**src/rtl/dmach_pkg.sv**
```systemverilog
package dmach_pkg;
  typedef enum logic [1:0] {
    ST_HALT = 2'd0,
    ST_ACT  = 2'd1,
    ST_IDLE = 2'd2,
    ST_SUSP = 2'd3
  } chan_state_e;

  localparam int CMD_RST_BIT  = 5;
  localparam int CMD_SUSP_BIT = 2;

  // number of action bits raised by one command write
  function automatic logic [1:0] f_action_hits(input logic rst_bit, input logic susp_bit);
    return {1'b0, rst_bit} + {1'b0, susp_bit};
  endfunction
endpackage

```
**src/rtl/dmach_cmd_dec.sv**
```systemverilog
module dmach_cmd_dec
  import dmach_pkg::*;
#(
  parameter int CMD_W = 8
) (
  input  logic             wr_cmd_i,
  input  logic [CMD_W-1:0] cmd_i,
  input  logic             unlocked_i,
  output logic             rst_cmd_o,
  output logic             bad_cmd_o,
  output logic             susp_wr_o,
  output logic             susp_val_o
);
  logic       take;
  logic [1:0] hits;

  always_comb begin
    take       = wr_cmd_i && unlocked_i;
    hits       = f_action_hits(cmd_i[CMD_RST_BIT], cmd_i[CMD_SUSP_BIT]);
    bad_cmd_o  = take && (hits > 2'd1);
    rst_cmd_o  = take && !bad_cmd_o && cmd_i[CMD_RST_BIT];
    susp_wr_o  = take && !bad_cmd_o && !cmd_i[CMD_RST_BIT];
    susp_val_o = cmd_i[CMD_SUSP_BIT];
  end

  always_comb begin
    a_one_action_r9: assert (!(rst_cmd_o && bad_cmd_o) && !(susp_wr_o && bad_cmd_o));
  end
endmodule

```
**src/rtl/dmach_progress.sv**
```systemverilog
module dmach_progress #(
  parameter int AW         = 32,
  parameter int CNT_W      = 16,
  parameter int DESC_BYTES = 64
) (
  input  logic             clk,
  input  logic             rst_n,
  input  logic             wr_chain_i,
  input  logic [AW-1:0]    chain_addr_i,
  input  logic             cnt_wr_i,
  input  logic [CNT_W-1:0] count_i,
  input  logic             drop_i,
  input  logic             issue_i,
  input  logic             done_i,
  input  logic             skip_i,
  output logic [CNT_W-1:0] count_o,
  output logic [CNT_W-1:0] consumed_o,
  output logic             busy_o,
  output logic [AW-1:0]    last_o,
  output logic [AW-1:0]    req_addr_o,
  output logic             work_now_o,
  output logic             work_nxt_o
);
  localparam logic [AW-1:0] STRIDE = AW'(DESC_BYTES);

  function automatic logic [AW-1:0] f_slot_addr(input logic [AW-1:0] base,
                                                input logic [CNT_W-1:0] idx);
    return base + AW'(idx) * STRIDE;
  endfunction

  function automatic logic f_has_work(input logic [CNT_W-1:0] total,
                                      input logic [CNT_W-1:0] used);
    return total != used;
  endfunction

  logic [AW-1:0]    base_q, issued_q;
  logic [CNT_W-1:0] cnt_nxt, cons_nxt;
  logic             finish, abandon;

  always_comb begin
    abandon    = wr_chain_i || drop_i;
    finish     = busy_o && done_i && !abandon;
    cons_nxt   = wr_chain_i ? '0 : (finish ? consumed_o + 1'b1 : consumed_o);
    cnt_nxt    = wr_chain_i ? '0 : (cnt_wr_i ? count_i : count_o);
    work_now_o = f_has_work(count_o, consumed_o);
    work_nxt_o = f_has_work(cnt_nxt, cons_nxt);
    req_addr_o = f_slot_addr(base_q, consumed_o);
  end

  always_ff @(posedge clk or negedge rst_n) begin
    if (!rst_n) begin
      base_q     <= '0;
      issued_q   <= '0;
      count_o    <= '0;
      consumed_o <= '0;
      busy_o     <= 1'b0;
      last_o     <= '0;
    end else begin
      count_o    <= cnt_nxt;
      consumed_o <= cons_nxt;
      if (wr_chain_i) base_q <= chain_addr_i;
      if (issue_i) issued_q <= req_addr_o;
      if (finish && !skip_i) last_o <= issued_q;
      if (abandon || finish) busy_o <= 1'b0;
      else if (issue_i) busy_o <= 1'b1;
    end
  end

  p_clear_r1: assert property (@(posedge clk) disable iff (!rst_n)
    wr_chain_i |=> (count_o == '0) && (consumed_o == '0) && !busy_o);
  p_single_out_r2: assert property (@(posedge clk) disable iff (!rst_n)
    busy_o |-> !issue_i);
  p_step_r3: assert property (@(posedge clk) disable iff (!rst_n)
    (busy_o && done_i && !wr_chain_i && !drop_i) |=> consumed_o == $past(consumed_o) + 1'b1);
  p_hold_r3: assert property (@(posedge clk) disable iff (!rst_n)
    (!wr_chain_i && !(busy_o && done_i)) |=> $stable(consumed_o));
  p_skip_keeps_r5: assert property (@(posedge clk) disable iff (!rst_n)
    (busy_o && done_i && skip_i) |=> $stable(last_o));
endmodule

```
**src/rtl/dmach_fsm.sv**
```systemverilog
module dmach_fsm
  import dmach_pkg::*;
(
  input  logic        clk,
  input  logic        rst_n,
  input  logic        rst_cmd_i,
  input  logic        bad_cmd_i,
  input  logic        susp_wr_i,
  input  logic        susp_val_i,
  input  logic        cnt_wr_i,
  input  logic        work_now_i,
  input  logic        work_nxt_i,
  output chan_state_e state_o,
  output logic        susp_o,
  output logic        fatal_o
);
  chan_state_e st_nxt;
  logic        susp_nxt, fatal_nxt;

  always_comb begin
    fatal_nxt = bad_cmd_i ? 1'b1 : (rst_cmd_i ? 1'b0 : fatal_o);
    susp_nxt  = rst_cmd_i ? 1'b0 : (susp_wr_i ? susp_val_i : susp_o);
    if (bad_cmd_i || rst_cmd_i || fatal_o) begin
      st_nxt = ST_HALT;
    end else if (state_o == ST_HALT) begin
      if (cnt_wr_i && work_nxt_i) st_nxt = susp_nxt ? ST_SUSP : ST_ACT;
      else st_nxt = ST_HALT;
    end else if (susp_nxt) begin
      st_nxt = ST_SUSP;
    end else begin
      st_nxt = work_nxt_i ? ST_ACT : ST_IDLE;
    end
  end

  always_ff @(posedge clk or negedge rst_n) begin
    if (!rst_n) begin
      state_o <= ST_HALT;
      susp_o  <= 1'b0;
      fatal_o <= 1'b0;
    end else begin
      state_o <= st_nxt;
      susp_o  <= susp_nxt;
      fatal_o <= fatal_nxt;
    end
  end

  p_idle_empty_r4: assert property (@(posedge clk) disable iff (!rst_n)
    (state_o == ST_IDLE) |-> !work_now_i);
  p_active_work_r4: assert property (@(posedge clk) disable iff (!rst_n)
    (state_o == ST_ACT) |-> work_now_i);
  p_reset_cmd_r6: assert property (@(posedge clk) disable iff (!rst_n)
    rst_cmd_i |=> (state_o == ST_HALT) && !fatal_o && !susp_o);
  p_susp_state_r7: assert property (@(posedge clk) disable iff (!rst_n)
    (state_o == ST_SUSP) |-> susp_o);
  p_fatal_halt_r9: assert property (@(posedge clk) disable iff (!rst_n)
    fatal_o |-> (state_o == ST_HALT));
  p_fatal_sticky_r9: assert property (@(posedge clk) disable iff (!rst_n)
    (fatal_o && !rst_cmd_i) |=> fatal_o);
endmodule

```
**src/rtl/dmach_ctrl.sv**
```systemverilog
module dmach_ctrl
  import dmach_pkg::*;
#(
  parameter int AW         = 32,
  parameter int CNT_W      = 16,
  parameter int CMD_W      = 8,
  parameter int CFG_W      = 8,
  parameter int DESC_BYTES = 64
) (
  input  logic             clk,
  input  logic             rst_n,
  input  logic [CFG_W-1:0] chan_cnt_i,
  input  logic             wr_chain_i,
  input  logic [AW-1:0]    chain_addr_i,
  input  logic             wr_count_i,
  input  logic [CNT_W-1:0] count_i,
  input  logic             wr_cmd_i,
  input  logic [CMD_W-1:0] cmd_i,
  output logic             req_valid_o,
  output logic [AW-1:0]    req_addr_o,
  input  logic             req_ready_i,
  input  logic             done_i,
  input  logic             skip_i,
  output logic [1:0]       state_o,
  output logic [CNT_W-1:0] count_o,
  output logic [CNT_W-1:0] consumed_o,
  output logic [AW-1:0]    last_done_o,
  output logic             fatal_o,
  output logic [CMD_W-1:0] cmd_o
);
  logic        unlocked, cnt_wr, issue, busy;
  logic        rst_cmd, bad_cmd, susp_wr, susp_val, susp;
  logic        work_now, work_nxt;
  chan_state_e state;

  assign unlocked    = (chan_cnt_i == CFG_W'(1));
  assign cnt_wr      = wr_count_i && unlocked;
  assign req_valid_o = (state == ST_ACT) && !busy;
  assign issue       = req_valid_o && req_ready_i;
  assign state_o     = state;

  always_comb begin
    cmd_o = '0;
    cmd_o[CMD_SUSP_BIT] = susp;
  end

  dmach_cmd_dec #(.CMD_W(CMD_W)) u_dec (
    .wr_cmd_i   (wr_cmd_i),
    .cmd_i      (cmd_i),
    .unlocked_i (unlocked),
    .rst_cmd_o  (rst_cmd),
    .bad_cmd_o  (bad_cmd),
    .susp_wr_o  (susp_wr),
    .susp_val_o (susp_val)
  );

  dmach_progress #(.AW(AW), .CNT_W(CNT_W), .DESC_BYTES(DESC_BYTES)) u_prog (
    .clk          (clk),
    .rst_n        (rst_n),
    .wr_chain_i   (wr_chain_i),
    .chain_addr_i (chain_addr_i),
    .cnt_wr_i     (cnt_wr),
    .count_i      (count_i),
    .drop_i       (rst_cmd || bad_cmd),
    .issue_i      (issue),
    .done_i       (done_i),
    .skip_i       (skip_i),
    .count_o      (count_o),
    .consumed_o   (consumed_o),
    .busy_o       (busy),
    .last_o       (last_done_o),
    .req_addr_o   (req_addr_o),
    .work_now_o   (work_now),
    .work_nxt_o   (work_nxt)
  );

  dmach_fsm u_fsm (
    .clk        (clk),
    .rst_n      (rst_n),
    .rst_cmd_i  (rst_cmd),
    .bad_cmd_i  (bad_cmd),
    .susp_wr_i  (susp_wr),
    .susp_val_i (susp_val),
    .cnt_wr_i   (cnt_wr),
    .work_now_i (work_now),
    .work_nxt_i (work_nxt),
    .state_o    (state),
    .susp_o     (susp),
    .fatal_o    (fatal_o)
  );

  p_locked_count_r8: assert property (@(posedge clk) disable iff (!rst_n)
    (wr_count_i && !unlocked && !wr_chain_i) |=> $stable(count_o));
  p_locked_cmd_r8: assert property (@(posedge clk) disable iff (!rst_n)
    (wr_cmd_i && !unlocked) |=> $stable(cmd_o) && $stable(fatal_o));
  p_reserved_zero_r7: assert property (@(posedge clk) disable iff (!rst_n)
    $countones(cmd_o) <= 1);
endmodule

```
**config.mk**
```make
export PLATFORM = sky130hd
export DESIGN_NAME = dmach_ctrl
export DESIGN_NICKNAME = d
export VERILOG_FILES = /design/src/rtl/dmach_pkg.sv /design/src/rtl/dmach_cmd_dec.sv /design/src/rtl/dmach_progress.sv /design/src/rtl/dmach_fsm.sv /design/src/rtl/dmach_ctrl.sv
export SDC_FILE = /design/constraint.sdc
export NUM_CORES = 1
export LEC_CHECK = 0
export CAP_MARGIN = 20
export CORE_MARGIN = 3
export CORE_UTILIZATION = 49
export CTS_CLUSTER_SIZE = 14
export DETAILED_ROUTE_END_ITERATION = 8
export PLACE_DENSITY = 0.85
export SYNTH_ARGS = -nofsm -noshare
export SYNTH_HDL_FRONTEND = slang
export SYNTH_SLANG_ARGS = --single-unit
```
**constraint.sdc**
```tcl
create_clock -name clk -period 3.8 [get_ports clk]
set_input_delay 0.57 -clock clk [delete_from_list [all_inputs] [get_ports clk]]
set_output_delay 0.57 -clock clk [all_outputs]
set_load 0.01 [all_outputs]
```
* Word-level counts from Yosys, hierarchy flattened
Index checks and enable logic that the tools add are counted.
Operators by class: order comparisons 1, add/sub/neg operators 3, reduce and logical (&&, ||, !) cells 24, muxes and demuxes 16, equal/unequal tests 3
Operator list (number):
- 2-to-1 mux 16 bit | 4
- adder 32 x 22 -> 32 bit | 1
- adder 16 x 1 -> 16 bit, second input constant | 1
- inequality test 16 bit | 1
- logical AND 1 bit | 12
- 2-to-1 mux 2 bit | 6
- equality test 8 x 1 -> 1 bit, second input constant | 1
- 2-to-1 mux 1 bit | 6
- logical NOT 1 bit | 5
- logical OR 1 bit | 4
- nonzero test 2 bit | 2
- adder 1 x 1 -> 2 bit | 1
- equality test 2 x 1 -> 1 bit, second input constant | 1
- greater-than comparator 2 x 1 -> 1 bit, second input constant | 1
- logical NOT 2 bit | 1
Storage, ports and cells: register bits 133, input bits 72, output and inout port bits 108, logic and storage cells 56

* Depth between registers and ports, before layout
Gate-level depths: netlist (run 1).
depth after elaboration 17, gate-level depth with buffers 12, mapped depth without buffers 12

* Hierarchy
A second synthesis (run 1) with hierarchy kept.
Unflattened totals: cell total of the unflattened synthesis 620, area, all modules 7036.7 um2
By module, submodules not included:
- dmach_progress | area each 6705.2 um2, sequential area each 3228.1 um2, cells an instance 584, instances 1
- dmach_fsm | area each 172.7 um2, sequential area each 100.1 um2, cells an instance 16, instances 1
- dmach_ctrl | area each 123.9 um2, sequential area each 0.0 um2, cells an instance 16, instances 1
- dmach_cmd_dec | area each 35.0 um2, sequential area each 0.0 um2, cells an instance 4, instances 1

* Worst setup path after synthesis (run 1)
No wires, ideal clock.
path type register to output, from reg u_prog.consumed_o[0], to out req_addr_o[26], data required time 3.230 ns, stages on the path, launching flop included 12, arrival 2.577 ns, path slack 0.653 ns, buffers on the path 0, cells stage by stage dfrtp_1 > ha_1 > inv_1 > fa_1 > nor2b_1 > o21a_1 > o21ai_0 > a31oi_1 > o21ai_0 > a2111o_1 > a21oi_1 > xor2_1
On the way: cells in the longest elaborated chain, start to end 1
Ends and longest elaborated chain:
- start, declared | line dmach_progress.sv:17 | output logic [CNT_W-1:0] consumed_o,
- start signal, assigned | line dmach_progress.sv:60 | consumed_o <= cons_nxt;
- adder 32 x 22 -> 32 bit | line dmach_progress.sv:28 | return base + AW'(idx) * STRIDE;
- end, declared | line dmach_ctrl.sv:20 | output logic [AW-1:0] req_addr_o,
Every way passes these cells.

* Final worst setup path (run 1)
from reg u_prog.base_q[6], to out req_addr_o[30]
On the way: cells in the longest elaborated chain, start to end 1
Ends and longest elaborated chain:
- start, declared | line dmach_progress.sv:36 | logic [AW-1:0] base_q, issued_q;
- start signal, assigned | line dmach_progress.sv:61 | if (wr_chain_i) base_q <= chain_addr_i;
- adder 32 x 22 -> 32 bit | line dmach_progress.sv:28
Every way passes these cells.

==> metrics.txt, run 1 <==
# TYPE chip_impl_metric gauge
chip_impl_info{name="result_of_the_run",value="complete, no violations"} 1
chip_impl_metric{name="use_met3",unit=""} 0.0645
chip_impl_info{name="r2r-end",value="u_prog.issued_q[30]$_DFFE_PN0P_"} 1
chip_impl_metric{name="antenna_cells",unit=""} 0
chip_impl_metric{name="fmaxAchievable",unit="GHz"} 0.264
chip_impl_metric{name="portBuffers",unit=""} 166
chip_impl_metric{name="placed_cell_area",unit="µm²"} 8520
chip_impl_metric{name="cts_sinks",unit=""} 133
chip_impl_metric{name="drtPass1Iterations",unit=""} 5
chip_impl_metric{name="finish.net_count",unit=""} 850
chip_impl_metric{name="gr-usage-all-layers",unit=""} 0.241
chip_impl_info{name="worst-setup-path-type",value="reg2out"} 1
chip_impl_info{name="critical_path.cell_chain",value="ha_2 -> inv_1 -> fa_2 -> nor2b_2 -> o21a_1 -> o21ai_2 -> a31oi_2 -> o21ai_2 -> a2111o_1 -> buf_4 -> a21oi_2 -> xor2_1 -> buf_2"} 1
chip_impl_metric{name="post_synth.cell_area_avg",unit="µm²"} 11.6
chip_impl_metric{name="final_core_utilization",unit=""} 0.699
chip_impl_metric{name="area_growth",unit="%"} 38.6
chip_impl_metric{name="cp.buffers_inverters",unit=""} 3
chip_impl_metric{name="drtIter0Drc",unit=""} 234
chip_impl_info{name="hold_path.class",value="in2async"} 1
chip_impl_metric{name="finalWorstPathRequiredPeriod",unit="ns"} 3.79
chip_impl_metric{name="wire_length_of_the_first_global_routing_pass",unit="µm"} 28200
chip_impl_metric{name="slew-limit-headroom",unit=""} 0.226
chip_impl_info{name="tritoncts",value="built"} 1
chip_impl_metric{name="design.portCount",unit=""} 180
chip_impl_metric{name="route.vias.total",unit=""} 5354
chip_impl_metric{name="report.final.setup_viol",unit=""} 0
chip_impl_info{name="cpMostUsedCell",value="o21ai_2"} 1
chip_impl_metric{name="dp_worst_slack",unit="ns"} -0.0303
chip_impl_metric{name="worst_r2r_path_depth",unit=""} 15
chip_impl_metric{name="clock_tree.htree_level_count",unit=""} 4
chip_impl_info{name="dominant_register_cell_in_the_synthesized_netlist",value="dfrtp_1"} 1
chip_impl_metric{name="async_reset_ff_frac",unit=""} 1.00
chip_impl_info{name="cp_top_family",value="compound AO/OA/AOI/OAI gates"} 1
chip_impl_metric{name="clk_latency_worst_skew_pair",unit="ns"} 0.42
chip_impl_metric{name="num-fill-cells",unit=""} 912
chip_impl_metric{name="design.core.area",unit="µm²"} 13300
chip_impl_metric{name="ant_nets",unit=""} 0
chip_impl_metric{name="drcViolationCount",unit=""} 0
chip_impl_info{name="rsz0062_at_grt",value="yes"} 1
chip_impl_metric{name="globalplace.congestion",unit=""} 0.932
chip_impl_metric{name="fin_total_pwr",unit="µW"} 3740
chip_impl_metric{name="netlist_area",unit="µm²"} 6710
chip_impl_metric{name="post-route-worst-setup-slack",unit="ns"} 0.0106
chip_impl_metric{name="crit_path_max_incr_delay",unit="ns"} 0.45
chip_impl_metric{name="synth_seq_area_share",unit=""} 0.496
chip_impl_metric{name="first_global_vias",unit=""} 5550
chip_impl_metric{name="synth.yosys.warnings",unit=""} 0
chip_impl_metric{name="start_util",unit=""} 0.505
chip_impl_metric{name="final_layout_size_suffix_gt1_frac",unit=""} 0.250
chip_impl_metric{name="grtUsageMet2",unit=""} 0.408
chip_impl_metric{name="worst-endpoint-arrival",unit="ns"} 3.22
chip_impl_metric{name="worst-r2r-setup-slack",unit="ns"} 0.63
chip_impl_metric{name="via_per_inst",unit=""} 5.65
chip_impl_info{name="crit_path_end_kind",value="output port"} 1
chip_impl_metric{name="synth.ff_latch_count",unit=""} 133
chip_impl_metric{name="cts.hold.buffers_added",unit=""} 0
chip_impl_metric{name="final_hpwl_from_detailed_placement",unit="µm"} 12200
chip_impl_metric{name="post_synth_inst_count",unit=""} 576
chip_impl_metric{name="max_cap_violations",unit=""} 0
chip_impl_info{name="busiest_layer",value="met2"} 1
chip_impl_metric{name="die_w",unit="µm"} 123
chip_impl_metric{name="die_y",unit="µm"} 123
chip_impl_info{name="cts-root-buf",value="clkbuf_16"} 1
chip_impl_metric{name="layout_worst_path_cycle_share",unit=""} 0.997
chip_impl_metric{name="synth_enable_flop_cells",unit=""} 0
chip_impl_metric{name="tightestPinTransition",unit="ns"} 1.15
chip_impl_metric{name="slew_viol_final",unit=""} 0
chip_impl_metric{name="number_of_cts_inserted_buffers",unit=""} 17
chip_impl_info{name="startpoint_of_the_worst_register_to_register_path",value="u_prog.base_q[6]$_DFFE_PN0P_"} 1
chip_impl_metric{name="fin_skew",unit="ns"} 0.00821
chip_impl_metric{name="clock_transition_at_the_register_clock_pins_on_the_worst_setup_and_hold_paths_after_cts",unit="ns"} 0.05
chip_impl_metric{name="timing_hold_violations_final",unit=""} 0
chip_impl_info{name="cp_slowest_cell",value="a2111o_1"} 1
chip_impl_metric{name="wl_per_cell",unit="µm"} 18.9
chip_impl_metric{name="yosys.cell_types.count",unit=""} 60
chip_impl_metric{name="design_area",unit="µm²"} 9300
chip_impl_info{name="critical_path.startpoint_type",value="register"} 1
chip_impl_metric{name="worst-endpoint-required",unit="ns"} 3.23
chip_impl_metric{name="peakVddDrop",unit="mV"} 0.307
chip_impl_metric{name="groute.layer.met1.usage",unit=""} 0.292
chip_impl_metric{name="crit_fanout",unit=""} 3
chip_impl_metric{name="power_leakage",unit="µW"} 0.00421
chip_impl_metric{name="maximum_number_of_pins_on_one_net_before_global_route_repair",unit=""} 91
chip_impl_metric{name="power_density",unit="nW/µm²"} 403
chip_impl_metric{name="detailed_route_wl",unit="µm"} 17900
chip_impl_metric{name="ctsLongestPathBuffers",unit=""} 2
chip_impl_metric{name="die_area",unit="µm²"} 15100
chip_impl_metric{name="row_count",unit=""} 42
chip_impl_metric{name="grt_antenna_before_repair",unit=""} 0
chip_impl_metric{name="gr-total-overflow",unit=""} 0
kinds of logic (layout without fill, tap and decap cells):
| family | after synthesis | count (layout) | share of synthesized area |
|---|---|---|---|
| buf+inv | 48 | 238 | 0.0369 |
| simple gates | 146 | 146 | 0.123 |
| fa+ha+maj | 18 | 18 | 0.0347 |
| compound gates | 90 | 90 | 0.0871 |
| other cells | 1 | 7 | 0.000559 |
| mux | 107 | 107 | 0.179 |
| xor+xnor | 33 | 33 | 0.0431 |
| flops | 133 | 133 | 0.496 |
through the flow:
step / hold slack, ns / setup TNS [ns] / std cells
final: 0.223 / 0 / 948
after CTS: 0.254 / 0 / 944
after global routing: 0.277 / -0.236 / 948
after global placement: 0.460 / 0 / 903
after floorplan: 0.274 / 0 / 582
after detailed placement: 0.470 / -0.0365 / 903
how the worst max path moves through the flow:
stage,startpoint,to,slack (ns),cells after the start
finish,u_prog.base_q[6]$_DFFE_PN0P_,req_addr_o[30],0.01,13
global route,u_prog.base_q[6]$_DFFE_PN0P_,req_addr_o[30],-0.12,13
CTS,u_prog.base_q[6]$_DFFE_PN0P_,req_addr_o[24],0.003,13
detailed placement,u_prog.consumed_o[1]$_DFF_PN0_,req_addr_o[25],-0.03,11
global placement,u_prog.consumed_o[0]$_DFF_PN0_,req_addr_o[28],0.05,12
floorplan,u_prog.consumed_o[0]$_DFF_PN0_,req_addr_o[26],0.65,11
worst register-to-register path, delay by kind of cell, from the launching register on:
family	cells	cell delay (ns)
AO/OA/AOI/OAI	6	1.18
AND/OR/NAND/NOR	1	0.11
multiplexers	1	0.26
adder cells (fa/ha/maj)	2	0.54
XOR/XNOR	1	0.11
flip-flops	1	0.36
buffers and inverters	4	0.49
final cells by class:
type,instances,area (µm²),share of cell area
flip-flops and latches,133,3330,0.358
multi-input cells,401,3300,0.355
repair buffers,195,1850,0.199
clock buffers,28,537,0.0577
well taps,176,220,0.0237
inverters,12,45.0,0.00485
clock inverters,3,15.0,0.00162
layer usage:
metal | wire length, µm | vias up
met2 | 9140 | 205
met5 | 0 | -
met1 | 7200 | 2666
met4 | 502 | 0
met3 | 1070 | 42
li1 | - | 2441
cell usage after synthesis (11+ instances only):
library cell,n,share of area
inv_1,12,0.0067
ha_1,17,0.032
dfrtp_1,133,0.50
buf_4,14,0.016
nand3_1,16,0.012
a21oi_1,31,0.023
o21ai_0,15,0.011
nor2_1,23,0.013
mux2_2,98,0.16
xor2_1,15,0.020
nand2_1,37,0.021
and3_1,11,0.010
xnor2_1,18,0.023
flip-flops by register name, summed over array words and instances, names as in the netlist:
signal / count
u_prog.last_o: 32
u_fsm.state_o: 2
u_prog.issued_q: 32
u_prog.count_o: 16
u_prog.base_q: 32
u_prog.busy_o: 1
u_prog.consumed_o: 16
u_fsm.fatal_o: 1
u_fsm.susp_o: 1
layout by cell type, fill, tap and decap left out, types with 11 or more instances in the layout:
master and n:
o21ai_0 12, nor2_1 21, dfrtp_1 133, nand3_1 15, a21oi_1 27, buf_4 29, nand2_1 36, clkdlybuf4s50_1 150
ha_1 15, xor2_1 12, clkbuf_16 17, xnor2_1 17, inv_1 12, and3_1 11, mux2_2 98
what timing repair did:
item	4_1_cts	5_1_grt
gates resized for setup	38	23
pin swaps	12	12
setup buffers	10	4
endpoints found under the setup margin	12	13
power by group:
part / internal, µW / total, µW / switching [µW] / leakage, µW
Combinational: 314 / 535 / 220 / 0.00217
Clock: 949 / 1510 / 560 / 0.000276
Sequential: 1600 / 1700 / 103 / 0.00177
Total: 2860 / 3740 / 884 / 0.00421
Note: power is estimated with default switching activity, not from simulation.
==> run 2: changes to the inputs <==
--- a/config.mk
+++ b/config.mk
@@ -5,7 +5,7 @@
 export SDC_FILE = /design/constraint.sdc
 export NUM_CORES = 1
 export LEC_CHECK = 0
-export CAP_MARGIN = 20
+export CAP_MARGIN = 40
 export CORE_MARGIN = 3
 export CORE_UTILIZATION = 49
 export CTS_CLUSTER_SIZE = 14
==> results of run 2 <==
Same layout as run 1: the final DEF is identical, and so are final timing and power.
